[config.mk]
export PLATFORM = sky130hd
export DESIGN_NAME = flash_prog_seq
export DESIGN_NICKNAME = d
export VERILOG_FILES = /design/src/rtl/flash_seq_pkg.sv /design/src/rtl/fseq_chunker.sv /design/src/rtl/fseq_backoff.sv /design/src/rtl/flash_prog_seq.sv
export SDC_FILE = /design/constraint.sdc
export NUM_CORES = 1
export LEC_CHECK = 0
export BUFFER_PORTS_ARGS = -buffer_cell sky130_fd_sc_hd__buf_4
export CORE_MARGIN = 3
export CORE_UTILIZATION = 40
export CTS_BUF_LIST = sky130_fd_sc_hd__clkbuf_2 sky130_fd_sc_hd__clkbuf_4 sky130_fd_sc_hd__clkbuf_8
export DETAILED_ROUTE_END_ITERATION = 8
export HOLD_SLACK_MARGIN = 0.08
export PLACE_DENSITY_LB_ADDON = 0.08
export SETUP_SLACK_MARGIN = 0.05
export SYNTH_ARGS = -nofsm -noshare
export SYNTH_HDL_FRONTEND = slang
export SYNTH_SLANG_ARGS = --single-unit
[constraint.sdc]
create_clock -name clk -period 10.18 [get_ports clk]
set_clock_uncertainty 0.05 [all_clocks]
set_input_delay 2.036 -clock clk [delete_from_list [all_inputs] [get_ports clk]]
set_output_delay 2.036 -clock clk [all_outputs]
set_load 0.02 [all_outputs]
[src/rtl/flash_seq_pkg.sv]
package flash_seq_pkg;
  localparam logic [7:0] OP_WREN  = 8'h06;
  localparam logic [7:0] OP_RDSR  = 8'h05;
  localparam logic [7:0] OP_PROG  = 8'h02;
  localparam logic [7:0] OP_ERASE = 8'h20;
  localparam int STS_WIP = 0;
  localparam int STS_WEL = 1;

  typedef enum logic [2:0] {
    S_IDLE,
    S_WREN,
    S_WCHK,
    S_OPER,
    S_POLL,
    S_WAIT
  } seq_state_t;
endpackage

[src/rtl/fseq_chunker.sv]
module fseq_chunker #(
  parameter int ADDR_W     = 32,
  parameter int LEN_W      = 16,
  parameter int PAGE_BYTES = 256,
  localparam int CH_W      = $clog2(PAGE_BYTES + 1)
) (
  input  logic              clk,
  input  logic              rst,
  input  logic              load,
  input  logic [ADDR_W-1:0] ld_addr,
  input  logic [LEN_W-1:0]  ld_len,
  input  logic              advance,
  output logic [ADDR_W-1:0] cur_addr,
  output logic [LEN_W-1:0]  cur_off,
  output logic [CH_W-1:0]   chunk_len,
  output logic              last_chunk
);
  localparam logic [LEN_W-1:0] PAGE_L = LEN_W'(PAGE_BYTES);

  logic [LEN_W-1:0] remain;

  always_comb begin
    if (remain > PAGE_L) chunk_len = CH_W'(PAGE_BYTES);
    else                 chunk_len = remain[CH_W-1:0];
    last_chunk = (remain <= PAGE_L);
  end

  always_ff @(posedge clk) begin
    if (rst) begin
      cur_addr <= '0;
      cur_off  <= '0;
      remain   <= '0;
    end else if (load) begin
      cur_addr <= ld_addr;
      cur_off  <= '0;
      remain   <= ld_len;
    end else if (advance) begin
      cur_addr <= cur_addr + ADDR_W'(chunk_len);
      cur_off  <= cur_off + LEN_W'(chunk_len);
      remain   <= remain - LEN_W'(chunk_len);
    end
  end

  // the tracker only steps forward while more than one page is left
  assert_adv_not_last_R1: assert property (@(posedge clk) disable iff (rst)
    advance |-> (remain > PAGE_L))
    else $error("advance on final chunk");
endmodule

[src/rtl/fseq_backoff.sv]
module fseq_backoff #(
  parameter int UNIT_CYC   = 50,
  parameter int STEP_UNITS = 100,
  parameter int MAX_WAIT   = 2000000,
  localparam int TOT_W     = $clog2(MAX_WAIT + 2 * STEP_UNITS + 1) + 1,
  localparam int CYC_W     = TOT_W + $clog2(UNIT_CYC + 1) + 1
) (
  input  logic clk,
  input  logic rst,
  input  logic clr,
  input  logic kick,
  output logic fin,
  output logic over
);
  logic [TOT_W-1:0] nstep;
  logic [TOT_W-1:0] total;
  logic [CYC_W-1:0] cnt;
  logic             run;
  logic [TOT_W-1:0] nxt_n;
  logic [TOT_W-1:0] step_u;

  always_comb begin
    nxt_n  = nstep + TOT_W'(1);
    step_u = TOT_W'(nxt_n * TOT_W'(STEP_UNITS));
  end

  assign over = (total >= TOT_W'(MAX_WAIT));

  always_ff @(posedge clk) begin
    if (rst || clr) begin
      nstep <= '0;
      total <= '0;
      cnt   <= '0;
      run   <= 1'b0;
      fin   <= 1'b0;
    end else begin
      fin <= 1'b0;
      if (kick) begin
        nstep <= nxt_n;
        total <= total + step_u;
        cnt   <= CYC_W'(step_u) * CYC_W'(UNIT_CYC);
        run   <= 1'b1;
      end else if (run) begin
        if (cnt <= CYC_W'(1)) begin
          run <= 1'b0;
          fin <= 1'b1;
        end else begin
          cnt <= cnt - CYC_W'(1);
        end
      end
    end
  end

  // a new wait is only started once the previous one has ended
  assert_no_rekick_R6: assert property (@(posedge clk) disable iff (rst)
    kick |-> !run)
    else $error("back-off restarted while running");
endmodule

[src/rtl/flash_prog_seq.sv]
module flash_prog_seq
  import flash_seq_pkg::*;
#(
  parameter int ADDR_W     = 32,
  parameter int LEN_W      = 16,
  parameter int PAGE_BYTES = 256,
  parameter int WEL_TRIES  = 10,
  parameter int UNIT_CYC   = 50,
  parameter int STEP_UNITS = 100,
  parameter int MAX_WAIT   = 2000000,
  localparam int CH_W      = $clog2(PAGE_BYTES + 1),
  localparam int TRY_W     = $clog2(WEL_TRIES + 1)
) (
  input  logic              clk,
  input  logic              rst,
  input  logic              req_valid,
  input  logic              req_erase,
  input  logic [ADDR_W-1:0] req_addr,
  input  logic [LEN_W-1:0]  req_len,
  output logic [LEN_W-1:0]  buf_raddr,
  output logic              cmd_start,
  output logic [7:0]        cmd_opcode,
  output logic              cmd_use_addr,
  output logic [ADDR_W-1:0] cmd_addr,
  output logic [CH_W-1:0]   cmd_wr_len,
  output logic              cmd_rd_status,
  input  logic [CH_W-1:0]   cmd_widx,
  input  logic              cmd_done,
  input  logic              cmd_fail,
  input  logic [7:0]        cmd_rdata,
  output logic              done,
  output logic              error
);
  seq_state_t        state;
  logic              pend;
  logic [TRY_W-1:0]  tries;
  logic              is_erase;

  logic              rsp_ok, rsp_bad, wip, wel;
  logic              chk_load, chk_adv, bo_clr, bo_kick, bo_fin, bo_over;
  logic [ADDR_W-1:0] cur_addr;
  logic [LEN_W-1:0]  cur_off;
  logic [CH_W-1:0]   chunk_len;
  logic              last_chunk;
  logic [5:0]        unused_sts;

  assign unused_sts = cmd_rdata[7:2];

  always_comb begin
    rsp_ok   = pend && cmd_done && !cmd_fail;
    rsp_bad  = pend && cmd_done && cmd_fail;
    wip      = cmd_rdata[STS_WIP];
    wel      = cmd_rdata[STS_WEL];
    chk_load = (state == S_IDLE) && req_valid;
    bo_clr   = (state == S_OPER) && rsp_ok;
    bo_kick  = (state == S_POLL) && rsp_ok && wip;
    chk_adv  = (state == S_POLL) && rsp_ok && !wip && !is_erase && !last_chunk;
  end

  assign buf_raddr = cur_off + LEN_W'(cmd_widx);

  fseq_chunker #(
    .ADDR_W(ADDR_W), .LEN_W(LEN_W), .PAGE_BYTES(PAGE_BYTES)
  ) u_chunk (
    .clk(clk), .rst(rst), .load(chk_load), .ld_addr(req_addr), .ld_len(req_len),
    .advance(chk_adv), .cur_addr(cur_addr), .cur_off(cur_off),
    .chunk_len(chunk_len), .last_chunk(last_chunk)
  );

  fseq_backoff #(
    .UNIT_CYC(UNIT_CYC), .STEP_UNITS(STEP_UNITS), .MAX_WAIT(MAX_WAIT)
  ) u_backoff (
    .clk(clk), .rst(rst), .clr(bo_clr), .kick(bo_kick), .fin(bo_fin), .over(bo_over)
  );

  always_ff @(posedge clk) begin
    if (rst) begin
      state         <= S_IDLE;
      pend          <= 1'b0;
      tries         <= '0;
      is_erase      <= 1'b0;
      cmd_start     <= 1'b0;
      cmd_opcode    <= '0;
      cmd_use_addr  <= 1'b0;
      cmd_addr      <= '0;
      cmd_wr_len    <= '0;
      cmd_rd_status <= 1'b0;
      done          <= 1'b0;
      error         <= 1'b0;
    end else begin
      cmd_start <= 1'b0;
      done      <= 1'b0;
      error     <= 1'b0;
      if (state != S_IDLE && rsp_bad) begin
        pend  <= 1'b0;
        done  <= 1'b1;
        error <= 1'b1;
        state <= S_IDLE;
      end else begin
        case (state)
          S_IDLE: if (req_valid) begin
            is_erase <= req_erase;
            tries    <= '0;
            if (!req_erase && req_len == '0) done <= 1'b1;
            else                             state <= S_WREN;
          end
          S_WREN: if (!pend) begin
            cmd_start     <= 1'b1;
            cmd_opcode    <= OP_WREN;
            cmd_use_addr  <= 1'b0;
            cmd_wr_len    <= '0;
            cmd_rd_status <= 1'b0;
            pend          <= 1'b1;
          end else if (rsp_ok) begin
            pend  <= 1'b0;
            state <= S_WCHK;
          end
          S_WCHK: if (!pend) begin
            cmd_start     <= 1'b1;
            cmd_opcode    <= OP_RDSR;
            cmd_use_addr  <= 1'b0;
            cmd_wr_len    <= '0;
            cmd_rd_status <= 1'b1;
            pend          <= 1'b1;
          end else if (rsp_ok) begin
            pend <= 1'b0;
            if (wel) begin
              state <= S_OPER;
            end else if (tries == TRY_W'(WEL_TRIES - 1)) begin
              done  <= 1'b1;
              error <= 1'b1;
              state <= S_IDLE;
            end else begin
              tries <= tries + TRY_W'(1);
              state <= S_WREN;
            end
          end
          S_OPER: if (!pend) begin
            cmd_start     <= 1'b1;
            cmd_opcode    <= is_erase ? OP_ERASE : OP_PROG;
            cmd_use_addr  <= 1'b1;
            cmd_addr      <= cur_addr;
            cmd_wr_len    <= is_erase ? '0 : chunk_len;
            cmd_rd_status <= 1'b0;
            pend          <= 1'b1;
          end else if (rsp_ok) begin
            pend  <= 1'b0;
            state <= S_POLL;
          end
          S_POLL: if (!pend) begin
            cmd_start     <= 1'b1;
            cmd_opcode    <= OP_RDSR;
            cmd_use_addr  <= 1'b0;
            cmd_wr_len    <= '0;
            cmd_rd_status <= 1'b1;
            pend          <= 1'b1;
          end else if (rsp_ok) begin
            pend <= 1'b0;
            if (wip) begin
              state <= S_WAIT;
            end else if (is_erase || last_chunk) begin
              done  <= 1'b1;
              state <= S_IDLE;
            end else begin
              tries <= '0;
              state <= S_WREN;
            end
          end
          S_WAIT: if (bo_fin) begin
            if (bo_over) begin
              done  <= 1'b1;
              error <= 1'b1;
              state <= S_IDLE;
            end else begin
              state <= S_POLL;
            end
          end
          default: state <= S_IDLE;
        endcase
      end
    end
  end

  // program commands carry a non-empty chunk no larger than a page
  assert_chunk_bound_R1: assert property (@(posedge clk) disable iff (rst)
    (cmd_start && cmd_opcode == OP_PROG) |-> (cmd_wr_len != '0 && cmd_wr_len <= CH_W'(PAGE_BYTES)))
    else $error("chunk length out of range");

  // every command other than program sends no data bytes
  assert_no_data_R8: assert property (@(posedge clk) disable iff (rst)
    (cmd_start && cmd_opcode != OP_PROG) |-> (cmd_wr_len == '0))
    else $error("data attached to non-program command");

  // error only accompanies done
  assert_err_with_done_R10: assert property (@(posedge clk) disable iff (rst)
    error |-> done)
    else $error("error without done");

  // command start is a single-cycle pulse
  assert_start_pulse_R12: assert property (@(posedge clk) disable iff (rst)
    cmd_start |=> !cmd_start)
    else $error("start held high");
endmodule

==> results.sh <==
export IMPL_grt_pass1_vias=11800
export IMPL_synth_area_leaders="dfxtp_1, ha_1, xnor2_1"
export IMPL_antenna_found_initial=0
export IMPL_rows=68
export IMPL_critPathKind="register to register"
export IMPL_rrSetupSlack_ns=2.15
export IMPL_netlist_area_sq_um=14200
export IMPL_worstPathMaxFanout=12
export IMPL_dieArea_sq_um=37800
export IMPL_root_buffer="clkbuf_8"
export IMPL_power_total_mw=1.55
export IMPL_drv_slew=0
export IMPL_worstPathRequired_ns=10.50
export IMPL_r2r_end="u_backoff.cnt[27]"
export IMPL_numCtsBuffers=17
export IMPL_port_buffers=130
export IMPL_layout_drive_gt1_share_pct=11.4
export IMPL_cpMostUsedCell="ha_1"
export IMPL_routed_wl_mm=36.0
export IMPL_holdPathStages=2
export IMPL_syn_to_final_growth_pct=12.3
export IMPL_synth_cell_types=82
export IMPL_synth_most_common_cell="nand2_1"
export IMPL_p_per_area_nw_per_um2=97.2
export IMPL_hold_viol_final=0
export IMPL_ff2ff_path_depth=32
export IMPL_wl_per_cell_um=15.4
export IMPL_rr_startpoint="u_backoff.nstep[0]"
export IMPL_ctsResizeCount=0
export IMPL_critical_path_max_stage_delay_ns=0.65
export IMPL_synthFlopType="dfxtp_1"
export IMPL_die_w_um=194
export IMPL_clk_insertion_delay_late_ns=0.50
export IMPL_clockBufferDepth=2
export IMPL_htree_levels=4
export IMPL_ys_async_sr_fraction_pct=0
export IMPL_place_ws_ns=2.10
export IMPL_syn_instance_count=1786
export IMPL_maxCapViolations=0
export IMPL_synth_top_area_cell="dfxtp_1"
export IMPL_n_antenna_cell=0
export IMPL_setup_tns_ns=0
export IMPL_start_util_pct=40.8
export IMPL_rsz0062_at_grt="false"
export IMPL_p_leak_nw=7.31
export IMPL_min_period_ns=8.03
export IMPL_syn_area_per_cell_sq_um=7.96
export IMPL_post_route_period_util_pct=78.9
export IMPL_max_slew_worst_pin_slew_ns=1.14
export IMPL_dp_hpwl_mm=26.8
export IMPL_dr_pass1_iters=5
export IMPL_io_pins=141
export IMPL_holdCritPathClass="register to register"
export IMPL_cp_arrival_ns=8.35
export IMPL_clkSlewWorstSetupHoldPaths_ns=0.11
export IMPL_hp_start="cmd_addr[17]"
export IMPL_setup_worst_path_start_class="register"
export IMPL_coreArea_sq_um=34800
export IMPL_synth_top_area_share_pct=27.3
export IMPL_grt_overflow=0
export IMPL_drc=0
export IMPL_nets=2128
export IMPL_setup_ws_ns=2.15
export IMPL_holdPathEnd="cmd_addr[17]"
export IMPL_cts_tree="done"
export IMPL_grt_max_degree=73
export IMPL_gp_congestion=0.816
export IMPL_ant_nets=0
export IMPL_synth_seq_cells=194
export IMPL_cp_slowest_cell="dfxtp_1"
export IMPL_cts_hold_buf=0
export IMPL_yosysSeqAreaShare_pct=27.3
export IMPL_first_iter_violations=464
export IMPL_vias_per_cell=5.24
export IMPL_fin_util_pct=45.9
export IMPL_max_freq_mhz=125
export IMPL_cts_setup_buffers=0
export IMPL_cts_sinks=194
export IMPL_grt_util_all_layers_pct=18.9
export IMPL_die_h_um=194
export IMPL_via_count=12300
export IMPL_setup_violations=0
export IMPL_slew_headroom_pct=24.1
export IMPL_ir_worst_vdd_v=0.0000729
export IMPL_synth_edff_count=0
export IMPL_synth_warnings=0
export IMPL_crit_path_end_kind="register"
export IMPL_grt_pass1_wl_mm=59.7
export IMPL_status="completed"
export IMPL_synthTopCellsByCount="nand2_1, dfxtp_1, nor2_1, a21oi_1, ha_1"
-- cells by family (layout without fill, tap and decap cells) --
family	after synthesis	count (layout)	synth area share, %
muxes	3	3	0.211
and+or+nand+nor	601	601	19.6
xor gates and xnor gates	153	153	9.69
adders and majority gates	191	191	18.4
AOI/OAI and AO/OA	410	410	18.3
DFF	194	194	27.3
buffers and inverters	232	328	6.34
other	2	5	0.0528
-- stage by stage --
step | hold slack [ns] | std cells | instance area [sq um]
after floorplan | 0.382 | 1789 | 14200
after global placement | 0.394 | 2308 | 15500
after detailed placement | 0.397 | 2308 | 15500
after CTS | 0.413 | 2340 | 16000
after global routing | 0.433 | 2340 | 16000
final | 0.409 | 2340 | 16000
-- worst max-delay path: cells and delay by family, from the launching register on --
kind                     cells  cell delay [ns]
flip-flops                   1             0.65
AO/OA/AOI/OAI                8             1.49
XOR/XNOR                     3             0.64
buffers and inverters        6             0.46
adder cells (fa/ha/maj)      9             2.95
AND/OR/NAND/NOR              6             1.69
-- cell usage in the layout, fill, tap and decap left out, drive strengths merged, types with 6 or more instances in the layout --
master	synthesis	layout
a211oi	38	38
a21o	29	29
a21oi	159	159
a22oi	12	12
a311oi	14	14
a31oi	14	14
and2	6	6
and3	21	21
buf	19	143
clkbuf	60	20
clkinv	0	6
dfxtp	194	194
fa	32	32
ha	153	153
inv	153	158
maj3	6	6
nand2	201	201
nand2b	17	17
nand3	36	36
nand4	14	14
nor2	188	188
nor2b	7	7
nor3	38	38
nor4	19	19
o21a	8	8
o21ai	65	65
o21bai	17	17
o31ai	6	6
or2	8	8
or3	27	27
or4	9	9
xnor2	100	100
xor2	53	53
-- per-layer routing --
layer  wire, um  GRT usage [%]  up-vias
met3       1370           3.15       20
met1      17100           24.4     5717
met4        422           3.78        0
met2      17000           33.4      197
met5          0              0        -
li1           -              -     6339
-- state kept, by name, indices dropped and copies added, names as in the netlist, 3 cells and up --
name	flops
u_backoff.nstep	20
u_chunk.cur_off	16
cmd_opcode	4
u_backoff.total	20
cmd_addr	32
state	3
u_chunk.remain	16
u_chunk.cur_addr	32
u_backoff.cnt	29
cmd_wr_len	9
tries	4
-- power by group --
| part | internal (mW) | switching (mW) | total (mW) |
|---|---|---|---|
| registers | 0.784 | 0.0303 | 0.814 |
| logic | 0.0769 | 0.123 | 0.199 |
| clock network | 0.216 | 0.321 | 0.537 |
| total | 1.08 | 0.474 | 1.55 |
-- layout make-up --
| cell class | count | area, sq um |
|---|---|---|
| timing repair buffer | 143 | 1070 |
| clock buffer | 20 | 263 |
| tap | 455 | 569 |
| multi-input combinational | 1363 | 9450 |
| inverter | 153 | 574 |
| clock inverter | 12 | 143 |
| sequential | 194 | 3880 |
| fill | 3568 | 18800 |
-- worst max path at each step --
| stage | cells after the start | slack, ns | startpoint | to |
|---|---|---|---|---|
| CTS | 32 | 2.04 | u_backoff.nstep[0] | u_backoff.cnt[27] |
| floorplan | 32 | 3.21 | u_backoff.nstep[1] | u_backoff.cnt[27] |
| global route | 32 | 1.59 | u_backoff.nstep[0] | u_backoff.cnt[27] |
| finish | 32 | 2.15 | u_backoff.nstep[0] | u_backoff.cnt[27] |
| detailed placement | 32 | 2.10 | u_backoff.nstep[0] | u_backoff.cnt[27] |
| global placement | 32 | 2.18 | u_backoff.nstep[0] | u_backoff.cnt[27] |
No activity file was read; power rests on OpenSTA's default activity.
